==> src/rtl/cib_pkg.sv <==
package cib_pkg;
   // Control/status register bit positions
   localparam int BIT_SOC     = 0;  // start marker, read/write, cleared on use
   localparam int BIT_ROOM    = 1;  // read-only: a complete slot is free
   localparam int BIT_FLUSH_N = 2;  // read/write, active-low flush
   localparam int BIT_OVF     = 3;  // read-only sticky overflow
   localparam int BIT_AVAIL   = 4;  // read-only: a complete cell is held
   localparam int REG_MIN_W   = 5;
endpackage

==> src/rtl/cib_ctrl_reg.sv <==
module cib_ctrl_reg
   import cib_pkg::*;
#(
   parameter int REG_W = 8
) (
   input  logic             clk,
   input  logic             rst_n,
   input  logic             reg_wr,
   input  logic [REG_W-1:0] reg_wdata,
   input  logic             marker_take,
   input  logic             ovf_set,
   input  logic             room,
   input  logic             avail,
   output logic             marker,
   output logic             flush_n,
   output logic [REG_W-1:0] reg_rdata
);
   logic ovf;

   always_ff @(posedge clk or negedge rst_n) begin
      if (!rst_n) begin
         marker  <= 1'b0;
         flush_n <= 1'b1;
      end else if (reg_wr) begin
         marker  <= reg_wdata[BIT_SOC];
         flush_n <= reg_wdata[BIT_FLUSH_N];
      end else if (marker_take) begin
         marker  <= 1'b0;
      end
   end

   always_ff @(posedge clk or negedge rst_n) begin
      if (!rst_n)        ovf <= 1'b0;
      else if (!flush_n) ovf <= 1'b0;
      else if (ovf_set)  ovf <= 1'b1;
   end

   always_comb begin
      reg_rdata              = '0;
      reg_rdata[BIT_SOC]     = marker;
      reg_rdata[BIT_ROOM]    = room;
      reg_rdata[BIT_FLUSH_N] = flush_n;
      reg_rdata[BIT_OVF]     = ovf;
      reg_rdata[BIT_AVAIL]   = avail;
   end
endmodule

==> src/rtl/cib_writer.sv <==
module cib_writer #(
   parameter int WORDS = 14,
   localparam int WIW  = $clog2(WORDS)
) (
   input  logic           clk,
   input  logic           rst_n,
   input  logic           flush_n,
   input  logic           dat_wr,
   input  logic           marker,
   input  logic           room,
   output logic           marker_take,
   output logic           ovf_set,
   output logic           wr_en,
   output logic [WIW-1:0] wr_idx,
   output logic           commit
);
   logic           open;
   logic [WIW-1:0] wcnt;
   logic           start, cont, last;

   assign marker_take = dat_wr && flush_n && marker;
   assign start       = marker_take && room;
   assign ovf_set     = marker_take && !room;
   assign cont        = dat_wr && flush_n && !marker && open;
   assign last        = (wcnt == WIW'(WORDS - 1));
   assign wr_en       = start || cont;
   assign wr_idx      = start ? '0 : wcnt;
   assign commit      = cont && last;

   always_ff @(posedge clk or negedge rst_n) begin
      if (!rst_n) begin
         open <= 1'b0;
         wcnt <= '0;
      end else if (!flush_n) begin
         open <= 1'b0;
         wcnt <= '0;
      end else if (start) begin
         open <= 1'b1;
         wcnt <= WIW'(1);
      end else if (ovf_set) begin
         open <= 1'b0;
         wcnt <= '0;
      end else if (cont) begin
         if (last) begin
            open <= 1'b0;
            wcnt <= '0;
         end else begin
            wcnt <= wcnt + 1'b1;
         end
      end
   end
endmodule

==> src/rtl/cib_store.sv <==
module cib_store #(
   parameter int DATA_W = 32,
   parameter int DEPTH  = 4,
   parameter int WORDS  = 14,
   localparam int WIW   = $clog2(WORDS),
   localparam int PW    = (DEPTH > 1) ? $clog2(DEPTH) : 1,
   localparam int CW    = $clog2(DEPTH + 1)
) (
   input  logic              clk,
   input  logic              rst_n,
   input  logic              flush_n,
   input  logic              wr_en,
   input  logic [WIW-1:0]    wr_idx,
   input  logic [DATA_W-1:0] wr_data,
   input  logic              commit,
   input  logic              out_ready,
   output logic              out_valid,
   output logic [DATA_W-1:0] out_data,
   output logic              out_soc,
   output logic              room,
   output logic              avail
);
   logic [DATA_W-1:0] mem [DEPTH][WORDS];
   logic [PW-1:0]     wr_ptr, rd_ptr, wr_ptr_nx, rd_ptr_nx;
   logic [WIW-1:0]    rd_w;
   logic [CW-1:0]     count;
   logic              pop, pop_last;

   generate
      if (DEPTH == 1) begin : g_single
         assign wr_ptr_nx = '0;
         assign rd_ptr_nx = '0;
      end else if ((DEPTH & (DEPTH - 1)) == 0) begin : g_pow2
         assign wr_ptr_nx = wr_ptr + 1'b1;
         assign rd_ptr_nx = rd_ptr + 1'b1;
      end else begin : g_wrap
         assign wr_ptr_nx = (wr_ptr == PW'(DEPTH - 1)) ? '0 : wr_ptr + 1'b1;
         assign rd_ptr_nx = (rd_ptr == PW'(DEPTH - 1)) ? '0 : rd_ptr + 1'b1;
      end
   endgenerate

   always_ff @(posedge clk) begin
      if (wr_en) mem[wr_ptr][wr_idx] <= wr_data;
   end

   assign avail     = (count != '0);
   assign room      = (count < CW'(DEPTH));
   assign out_valid = flush_n && avail;
   assign out_data  = mem[rd_ptr][rd_w];
   assign out_soc   = (rd_w == '0);
   assign pop       = out_valid && out_ready;
   assign pop_last  = pop && (rd_w == WIW'(WORDS - 1));

   always_ff @(posedge clk or negedge rst_n) begin
      if (!rst_n) begin
         wr_ptr <= '0;
         rd_ptr <= '0;
         rd_w   <= '0;
         count  <= '0;
      end else if (!flush_n) begin
         wr_ptr <= '0;
         rd_ptr <= '0;
         rd_w   <= '0;
         count  <= '0;
      end else begin
         if (commit) wr_ptr <= wr_ptr_nx;
         if (pop) begin
            if (pop_last) begin
               rd_w   <= '0;
               rd_ptr <= rd_ptr_nx;
            end else begin
               rd_w   <= rd_w + 1'b1;
            end
         end
         case ({commit, pop_last})
            2'b10:   count <= count + 1'b1;
            2'b01:   count <= count - 1'b1;
            default: count <= count;
         endcase
      end
   end
endmodule

==> src/rtl/cell_insert_buf.sv <==
module cell_insert_buf
   import cib_pkg::*;
#(
   parameter int DATA_W      = 32,
   parameter int CELL_BYTES  = 56,
   parameter int DEPTH_CELLS = 4,
   parameter int REG_W       = 8,
   localparam int WORDS_PER_CELL = CELL_BYTES / (DATA_W / 8),
   localparam int WIW            = $clog2(WORDS_PER_CELL)
) (
   input  logic              clk,
   input  logic              rst_n,
   input  logic              reg_wr,
   input  logic [REG_W-1:0]  reg_wdata,
   output logic [REG_W-1:0]  reg_rdata,
   input  logic              dat_wr,
   input  logic [DATA_W-1:0] dat_wdata,
   output logic              out_valid,
   input  logic              out_ready,
   output logic [DATA_W-1:0] out_data,
   output logic              out_soc
);
   generate
      if (DATA_W % 8 != 0 || DATA_W < 8) begin : g_bad_width
         $error("DATA_W must be a whole number of bytes");
      end
      if (CELL_BYTES % (DATA_W / 8) != 0) begin : g_bad_cell
         $error("CELL_BYTES must be a whole number of words");
      end
      if (WORDS_PER_CELL < 2) begin : g_bad_words
         $error("a cell needs at least two words");
      end
      if (DEPTH_CELLS < 1) begin : g_bad_depth
         $error("DEPTH_CELLS must be at least 1");
      end
      if (REG_W < REG_MIN_W) begin : g_bad_reg
         $error("REG_W too narrow for the status bits");
      end
   endgenerate

   logic           marker, flush_n, marker_take, ovf_set;
   logic           room, avail, wr_en, commit;
   logic [WIW-1:0] wr_idx;

   cib_ctrl_reg #(.REG_W(REG_W)) u_ctrl (
      .clk         (clk),
      .rst_n       (rst_n),
      .reg_wr      (reg_wr),
      .reg_wdata   (reg_wdata),
      .marker_take (marker_take),
      .ovf_set     (ovf_set),
      .room        (room),
      .avail       (avail),
      .marker      (marker),
      .flush_n     (flush_n),
      .reg_rdata   (reg_rdata)
   );

   cib_writer #(.WORDS(WORDS_PER_CELL)) u_writer (
      .clk         (clk),
      .rst_n       (rst_n),
      .flush_n     (flush_n),
      .dat_wr      (dat_wr),
      .marker      (marker),
      .room        (room),
      .marker_take (marker_take),
      .ovf_set     (ovf_set),
      .wr_en       (wr_en),
      .wr_idx      (wr_idx),
      .commit      (commit)
   );

   cib_store #(
      .DATA_W (DATA_W),
      .DEPTH  (DEPTH_CELLS),
      .WORDS  (WORDS_PER_CELL)
   ) u_store (
      .clk       (clk),
      .rst_n     (rst_n),
      .flush_n   (flush_n),
      .wr_en     (wr_en),
      .wr_idx    (wr_idx),
      .wr_data   (dat_wdata),
      .commit    (commit),
      .out_ready (out_ready),
      .out_valid (out_valid),
      .out_data  (out_data),
      .out_soc   (out_soc),
      .room      (room),
      .avail     (avail)
   );
endmodule

==> config.mk <==
export PLATFORM = sky130hd
export DESIGN_NAME = cell_insert_buf
export DESIGN_NICKNAME = d
export VERILOG_FILES = /design/src/rtl/cib_pkg.sv /design/src/rtl/cib_ctrl_reg.sv /design/src/rtl/cib_writer.sv /design/src/rtl/cib_store.sv /design/src/rtl/cell_insert_buf.sv
export SDC_FILE = /design/constraint.sdc
export NUM_CORES = 1
export LEC_CHECK = 0
export BUFFER_PORTS_ARGS = -buffer_cell sky130_fd_sc_hd__buf_2
export CORE_ASPECT_RATIO = 1.4
export CORE_MARGIN = 2
export CORE_UTILIZATION = 30
export CTS_BUF_LIST = sky130_fd_sc_hd__clkbuf_4 sky130_fd_sc_hd__clkbuf_8
export CTS_CLUSTER_DIAMETER = 150
export DETAILED_ROUTE_END_ITERATION = 7
export GPL_TIMING_DRIVEN = 0
export SLEW_MARGIN = 20
export SYNTH_ARGS = -nofsm -noshare
export SYNTH_HDL_FRONTEND = slang
export SYNTH_SLANG_ARGS = --single-unit
==> constraint.sdc <==
create_clock -name clk -period 6 [get_ports clk]
set_input_delay 0.3 -clock clk [delete_from_list [all_inputs] [get_ports clk]]
set_output_delay 0.3 -clock clk [all_outputs]
set_load 0.05 [all_outputs]
Word level (Yosys, flattened, before mapping) --
Memory sizes are Yosys's and may differ from the RTL's. Cells that the tools add are included.
Storage, ports and cells: register bits after elaboration 19, latch bits 0, RAM bits 1792, bits in read-only memories 0, output and inout bits 42, memories 1
Operators by class: $add $sub $neg 6, multipliers 0, div/mod/pow operators 0, order comparisons 4, equal/unequal tests 11, shifts and indexed selects 0, multiplexer cells 32, bitwise gates (word level) 2, reductions and logical operators 19
Memory list:
- u_store.mem | depth 4, bits a word 448, read ports 1, clocked after memory_dff 0, wr ports 1, line cib_store.sv:23 | logic [DATA_W-1:0] mem [DEPTH][WORDS];
Operator list (number):
- 448-bit 2-to-1 mux | 1
- 32-bit binary-select mux with 4-bit select | 1
- 32-bit demux with 4-bit select | 1
- 32-bit 2-to-1 mux | 3
- 4-bit 2-to-1 mux | 9
- 1-bit logical AND | 11
- 5-bit >= comparator (second input constant) | 2
- 1-bit 2-to-1 mux | 10
- 2-bit 2-to-1 mux | 5
- 4-bit inverter with 5-bit output | 2
- 4-bit by 1-bit adder with 4-bit output (second input constant) | 2
- 4-bit equality test (second input constant) | 2
- 4-bit by 2-bit inequality test with 1-bit output (second input constant) | 2
- 2-bit by 1-bit inequality test with 1-bit output (second input constant) | 3
- 3-bit case mux with 2 select lines | 1
- 5-bit by 1-bit < comparator with 1-bit output (second input constant) | 1
- 2-bit by 1-bit adder with 2-bit output (second input constant) | 2
- 4-bit zero test | 1
- 2-bit AND reduction | 2
- 3-bit by 1-bit adder with 3-bit output (second input constant) | 1
- 3-bit < comparator (second input constant) | 1
- 3-bit 2-to-1 mux | 1
- 3-bit by 1-bit inequality test with 1-bit output (second input constant) | 1
- 3-bit nonzero test | 1
- other kinds (7) | 8

Logic depth before layout (Yosys ltp) --
Gate-level depths: netlist (run 1).
word-level depth 10, depth in mapped cells 11

Cells and area by module --
From an unflattened synthesis (run 1), not the netlist that was laid out.
Second synthesis, totals: cell total of the unflattened synthesis 3286, area total of the unflattened synthesis 70526.4 um^2
By module, submodules not included:
- cib_store | times used 1, cells each 3230, area each 70005.9 um^2, seq. area each 54086.9 um^2
- cib_writer | times used 1, cells each 40, area each 345.3 um^2, seq. area each 125.1 um^2
- cib_ctrl_reg | times used 1, cells each 16, area each 175.2 um^2, seq. area each 76.3 um^2

Least setup slack after synthesis (run 1) --
Ideal clock, no wire load.
path type flip-flop to flip-flop, from register u_ctrl.flush_n, to memory u_store.mem[0][320] (netlist bit) (enable), setup time 461 ps, arrival 3767 ps, required time 5539 ps, setup slack 1772 ps, cell stages (with the launch flop) 6, path buffers 2, cell sequence dfstp_2 buf_2 nand4b_1 or3_1 clkbuf_1 nor3_1
Between the ends: longest elaborated chain between the ends 10, elaborated cells between the ends (all ways) 15, classes of those cells order compare (2); mux (5); bitwise (1); reduce/logical (7)
Ends and longest elaborated chain:
- start: declaration | line cib_ctrl_reg.sv:15 | output logic flush_n,
- start signal: assignment | line cib_ctrl_reg.sv:26 | flush_n <= reg_wdata[BIT_FLUSH_N];
- 1-bit logical AND (*) | line cib_writer.sv:21, cib_writer.sv:24
- 1-bit logical AND | line cib_writer.sv:21 | assign marker_take = dat_wr && flush_n && marker;
- 1-bit logical AND | line cib_writer.sv:22 | assign start = marker_take && room;
- 4-bit 2-to-1 mux | line cib_writer.sv:27 | assign wr_idx = start ? '0 : wcnt;
- 4-bit inverter with 5-bit output (implied by the code) | line cib_store.sv:43 | if (wr_en) mem[wr_ptr][wr_idx] <= wr_data;
- 5-bit >= comparator (implied by the code) / 5-bit by 1-bit < comparator with 1-bit output (equally long branches) | line cib_store.sv:43
- 1-bit logical AND (implied by the code) | line cib_store.sv:43
- 32-bit 2-to-1 mux (implied by the code) | line cib_store.sv:43
- 32-bit demux with 4-bit select | line cib_store.sv:43
- 448-bit 2-to-1 mux (implied by the code) (*) | line cib_store.sv:43
- end: declaration | line cib_store.sv:23
Every way passes the cells marked *; elsewhere a longest branch is shown, timed or not.

Worst setup path in the final report (run 1) --
from register u_store.rd_ptr[1], to output port out_data[8]
Between the ends: longest elaborated chain between the ends 4
Ends and longest elaborated chain:
- start: declaration | line cib_store.sv:24 | logic [PW-1:0] wr_ptr, rd_ptr, wr_ptr_nx, rd_ptr_nx;
- start signal: assignment | line cib_store.sv:70 | rd_ptr <= rd_ptr_nx;
- memory 4 x 448 bit
- 32-bit binary-select mux with 4-bit select | line cib_store.sv:49 | assign out_data = mem[rd_ptr][rd_w];
- 32-bit 2-to-1 mux (implied by the code) (2 in a row) | line cib_store.sv:49
- end: declaration | line cell_insert_buf.sv:20 | output logic [DATA_W-1:0] out_data,
Every way passes these cells. The select of a mux whose other input is x is not followed.

==> flow_summary.ini, run 1 <==
[status]
status = finished, final reports clean

[floorplan]
initial_core_util_pct = 30.08
die_h_um = 576.0
rows = 210
dieArea_um2 = 237600
core_area_um2 = 233100
io_pins = 87
die_w_um = 412.6

[yosys]
postSynthCellCount = 3172
synth_top_cell_by_area = edfxtp_1
synth_edf_count = 1792
ys_warn_count = 0
synth.most_common_cell = edfxtp_1
seq_area_frac_synth_pct = 77.44
synth-seq-cells = 1811
synth.area.top_cells = edfxtp_1 (77%), mux4_2 (12%), mux2i_1 (3.5%), a221oi_1 (1.1%), dfrtp_1 (0.64%)
synth_top_area_share_pct = 76.76
synth.avg_cell_area_um2 = 22.10
ys_types = 60
yosys-top-cells-count = edfxtp_1 (1,792), mux4_2 (378), mux2i_1 (244)
synthArstFlopShare_pct = 1.049
syn_area_um2 = 70110
synth_flop_cell = edfxtp_1

[clock_tree]
path_clk_slew_ps = 70
cts_tree = built
numCtsBuffers = 241
root_buffer = clkbuf_8
cts.sinks = 1811
worstSkewPairLatency_ps = 960
clockBufferDepth = 4
cts_htree_levels = 4

[final_layout]
multi_input_area_um2 = 14830
finalNonFillerCells = 7014
drive_gt1_share_pct = 32.11
nets = 3805
area_delta_synth_final_pct = 17.06
fill_cells = 21360
register_area_um2 = 54290

[routing]
ant_nets = 0
routed_wl_mm = 203.2
drt-initial-drc-count = 3966
viasPerCell = 5.131
drcViolationCount = 0
routedWlPerCell_um = 28.97
vias = 35990
first_pass_iters = 5

[critical_path]
worstSetupPathType = reg2out
endpoint = out_data[8]
r2r-end = u_store.mem[3][370]
worstPathMaxFanout = 10
cp.arrival_ps = 4880
r2r-start = u_ctrl.flush_n
endpoint_kind = output pin
setup.worst_path.start_class = flip-flop
ff2ff_path_depth = 9
cp_data_required_time_ps = 5700
ff2ff_setup_slack_ps = 1730
crit_start = u_store.rd_ptr[1]

[placement]
dp.cells = 6550
pre_cts_slack_ps = 1758
gp_congestion = 0.8651
io_buffers = 77
hpwl_mm = 139.1

[pwr]
p_total_mw = 23.85
vdd_ir_drop_max_uv = 173.6
p_leak_nw = 25.62
powerDensity_nw_per_um2 = 290.6

[min_path]
min_delay_path_depth = 1
hold_path.class = in2reg

[timing]
fin_hold_ws_ps = 96.20
rsz0062_at_grt = false
fin_crit_sh_pct = 86.28
maxSlewViolCount = 0
tightest_slew_ps = 1180
clock-skew-final_ps = 71.18
hold_viol_final = 0
setup_viol = 0
period_minus_slack_ps = 5177
worst_slack_ps = 823.1
slew-limit-headroom_pct = 20.48
clock.fmax_ghz = 0.1932

[global_route]
gr-total-overflow = 0
grt_usage_pct = 16.81
grt_max_degree = 57
grt_first_pass_wirelength_mm = 282.5
grt_pass1_vias = 36560
antenna_found_initial = 13

[job]
drv_cap = 0
==> final cells by class <==
cell class,count,share of cell area (%)
Inverter,11,0.05031
Clock buffer,321,4.903
Tap cell,3074,4.687
Clock inverter,109,1.060
Buffer,197,1.503
Timing Repair Buffer,333,3.564
Antenna cell,3,0.009147
Multi-Input combinational cell,1155,18.07
Sequential cell,1811,66.15
==> per-layer routing <==
| metal | part of all wire [%] | track usage, % |
|---|---|---|
| met5 | 0.035 | 0 |
| met4 | 4.7 | 7.522 |
| met1 | 36 | 19.83 |
| met3 | 7.4 | 3.195 |
| met2 | 52 | 29.57 |
==> stage by stage <==
step,setup TNS (ps),utilization (%),instance area (µm²)
floorplan,0,-,70110
CTS,0,35.10,81790
finish,0,35.21,82070
global route,0,35.21,82060
detailed placement,0,32.95,76790
global placement,-2231830,31.90,74350
==> flip-flops by register name, indices dropped and copies added, names as in the netlist <==
signal	count
u_writer.wcnt	4
u_writer.open	1
u_ctrl.flush_n	1
u_ctrl.ovf	1
u_ctrl.marker	1
u_store.wr_ptr	2
u_store.mem	1792
u_store.count	3
u_store.rd_w	4
u_store.rd_ptr	2
==> where the power goes <==
group,internal [mW],total [mW],switching [mW]
registers,13.9,13.9,0.0104
logic,0.0698,0.404,0.334
clock network,4.96,9.53,4.57
==> cells by family (layout without fill, tap and decap cells) <==
family | after synthesis | after routing | synth area share (%)
flip-flops | 1811 | 1811 | 77.44
adder cells (fa/ha/maj) | 10 | 10 | 0.1892
buffers and inverters | 208 | 971 | 1.817
multiplexers | 623 | 623 | 15.64
AND/OR/NAND/NOR | 173 | 173 | 1.331
AO/OA/AOI/OAI | 339 | 339 | 3.491
XOR/XNOR | 7 | 7 | 0.08745
other | 1 | 6 | 0.005349
==> cells in the final DEF, fill, tap and decap left out, types with 14 or more instances in the layout <==
cell type,synthesis,final
a221oi_2,14,14
nor3_2,0,40
edfxtp_1,1792,1792
a21oi_1,17,17
clkbuf_8,0,258
clkinv_1,1,47
nor2_1,21,17
a22oi_1,22,22
mux4_2,378,378
clkbuf_1,70,69
o21ai_1,38,38
o211a_1,15,15
clkinv_2,0,41
a221oi_1,86,86
mux2i_1,244,244
buf_6,22,66
dlygate4sd3_1,0,27
and2_1,18,14
buf_4,38,215
bufinv_16,0,14
buf_2,45,109
nand2_1,21,21
dfrtp_1,18,18
clkbuf_4,0,63
a31oi_1,19,19
o21ai_0,86,86
==> repair_timing <==
| action | CTS | global route |
|---|---|---|
| hold buffers | 11 | 17 |
| endpoints found under the hold margin | 50 | 669 |
| setup buffers | 0 | 0 |
| gates resized for setup | 0 | 0 |
==> worst max-delay path, stage by stage, from the launching register on <==
cell	delay, ps
dfrtp_1	400
buf_4	240
buf_2	380
buf_1	630
mux4_2	420
a221oi_1	600
o21ai_0	620
o211a_1	390
buf_2	240
==> how the worst min path moves through the flow <==
stage             startpoint                   to
6_report       dat_wdata[24]  u_store.mem[3][440]
5_1_grt        dat_wdata[24]  u_store.mem[1][408]
4_1_cts        dat_wdata[14]  u_store.mem[1][270]
3_5_place_dp           rst_n        u_ctrl.marker
3_3_place_gp           rst_n        u_ctrl.marker
2_1_floorplan          rst_n        u_ctrl.marker
Note: power is estimated with default switching activity, not from simulation.
==> run 2, diff against run 1 <==
- CAP_MARGIN: unset -> 15
- MAX_ROUTING_LAYER: unset -> met4
- clock period: 6 -> 4.23 ns (I/O delays scaled with it)
==> flow_summary.ini, run 2 (same netlist as run 1, synthesis figures left out) <==
[routing]
ant_nets = 0
drcViolationCount = 0
vias = 36020
routed_wl_mm = 204.1
routedWlPerCell_um = 29.00
first_pass_iters = 8
drt-initial-drc-count = 3856
viasPerCell = 5.119

[clock_tree]
worstSkewPairLatency_ps = 970
root_buffer = clkbuf_8
numCtsBuffers = 240
path_clk_slew_ps = 70
cts.sinks = 1811
cts_tree = built
clockBufferDepth = 4
cts_htree_levels = 4

[floorplan]
die_w_um = 412.6
rows = 210
io_pins = 87
die_h_um = 576.0
dieArea_um2 = 237600
initial_core_util_pct = 30.08
core_area_um2 = 233100

[placement]
hpwl_mm = 139.1
gp_congestion = 0.8794
io_buffers = 77

[status]
status = finished, violations left
violations = negative setup slack

[timing]
rsz0062_at_grt = true
setup_viol = 16
worst_slack_ps = -66.18
maxSlewViolCount = 0
period_minus_slack_ps = 4296
hold_viol_final = 0
tightest_slew_ps = 1116
clock-skew-final_ps = 66.80
fin_hold_ws_ps = 285.8
clock.fmax_ghz = 0.2328
slew-limit-headroom_pct = 25.61
fin_crit_sh_pct = 101.6

[final_layout]
top_register = u_store.mem
largest_register_ffs = 1792
final_common_cell = edfxtp_1
reg_top3 = u_store.mem (1792), u_store.rd_w (4), u_writer.wcnt (4)
fill_cells = 21340
drive_gt1_share_pct = 33.31
mostFrequentLayoutCells = edfxtp_1 (1,792), mux4_2 (378), clkbuf_8 (253)
nets = 3820
area_delta_synth_final_pct = 17.69

[pwr]
vdd_ir_drop_max_uv = 244.5
powerDensity_nw_per_um2 = 406.3
p_total_mw = 33.53
p_leak_nw = 25.83

[critical_path]
cp.arrival_ps = 4900
crit_path_max_incr_delay_ps = 820
worstPathMaxFanout = 10
slowest_stage = nor3_2
cp_data_required_time_ps = 4840
setup.worst_path.start_class = flip-flop
cp_cell_sequence = buf_2, nand4b_1, or3_1, clkbuf_1, nor3_2, buf_4, buf_4, buf_6, buf_4
r2r-start = u_ctrl.flush_n
endpoint_kind = flip-flop
crit_buf_inv = 6
cpMostUsedCell = buf_4
cp_top_family = buffers and inverters
worstSetupPathType = reg2reg
crit_start = u_ctrl.flush_n

[global_route]
grt_max_degree = 57
grt_usage_pct = 17.36
grt_first_pass_wirelength_mm = 283.1
gr-total-overflow = 0
antenna_found_initial = 12
grt_pass1_vias = 36760

[min_path]
hold_path.class = in2reg
hold_path.startpoint = dat_wdata[22]

[job]
drv_cap = 0
## run 2: routing by layer
| metal | track usage [%] | routed length, µm |
|---|---|---|
| met1 | 19.79 | 73660 |
| met4 | 7.691 | 10060 |
| met2 | 29.73 | 105700 |
| met3 | 3.146 | 14690 |
| met5 | - | 0 |
## run 2: cell type report
type,count,area (µm²),share of cell area (%)
repair buffers,351,3120,3.782
flip-flops and latches,1811,54290,65.79
multi-input cells,1155,14960,18.13
inverters,11,43.79,0.05307
well taps,3074,3846,4.661
diodes,12,30.03,0.03639
clock inverters,111,770.7,0.9341
clock buffers,317,3950,4.787
plain buffers,195,1500,1.818
## run 2: power by group
group / leakage, nW / internal, mW / total, mW / switching, mW
Sequential: 16.4 / 19.7 / 19.7 / 0.0146
Combinational: 6.97 / 0.112 / 0.591 / 0.479
Clock: 2.49 / 6.73 / 13.2 / 6.46
## run 2: worst register-to-register path: cells and delay by family, from the launching register on
kind,cells,cell delay [ps]
flip-flops,1,700
AND/OR/NAND/NOR,3,1640
buffers and inverters,6,1660
## run 2: path summary, 6_finish.rpt
check | depth (start not counted) | slack (ps) | to
setup / recovery | 9 | -70 | u_store.mem[3][370]
hold reg to reg | 2 | 620 | u_writer.open
min in group asynchronous | 4 | 360 | u_store.count[0]
hold / removal | 2 | 290 | u_store.mem[1][150]
max in group asynchronous | 4 | 3700 | u_writer.open
setup reg to reg | 9 | -70 | u_store.mem[3][370]
## run 2: what timing repair did
action	4_1_cts	5_1_grt
endpoints found under the hold margin	802	616
hold buffers	34	11
endpoints found under the setup margin	32	55
gates resized for setup	133	37
pin swaps	1	3
setup buffers	0	2
## run 2: metrics by stage
stage          worst slack (ps)  cell area (µm²)  util [%]  cells  setup TNS, ps
5_1_grt                  -140.2            82510     35.40   7035          -3503
2_1_floorplan             1.839            70110         -   3174              0
6_report                 -66.18            82510     35.40   7037         -594.5
3_5_place_dp              46.18            76790     32.95   6550              0
4_1_cts                   1.680            82170     35.26   7010              0
3_3_place_gp              -4224            74350     31.90   6325       -4639540
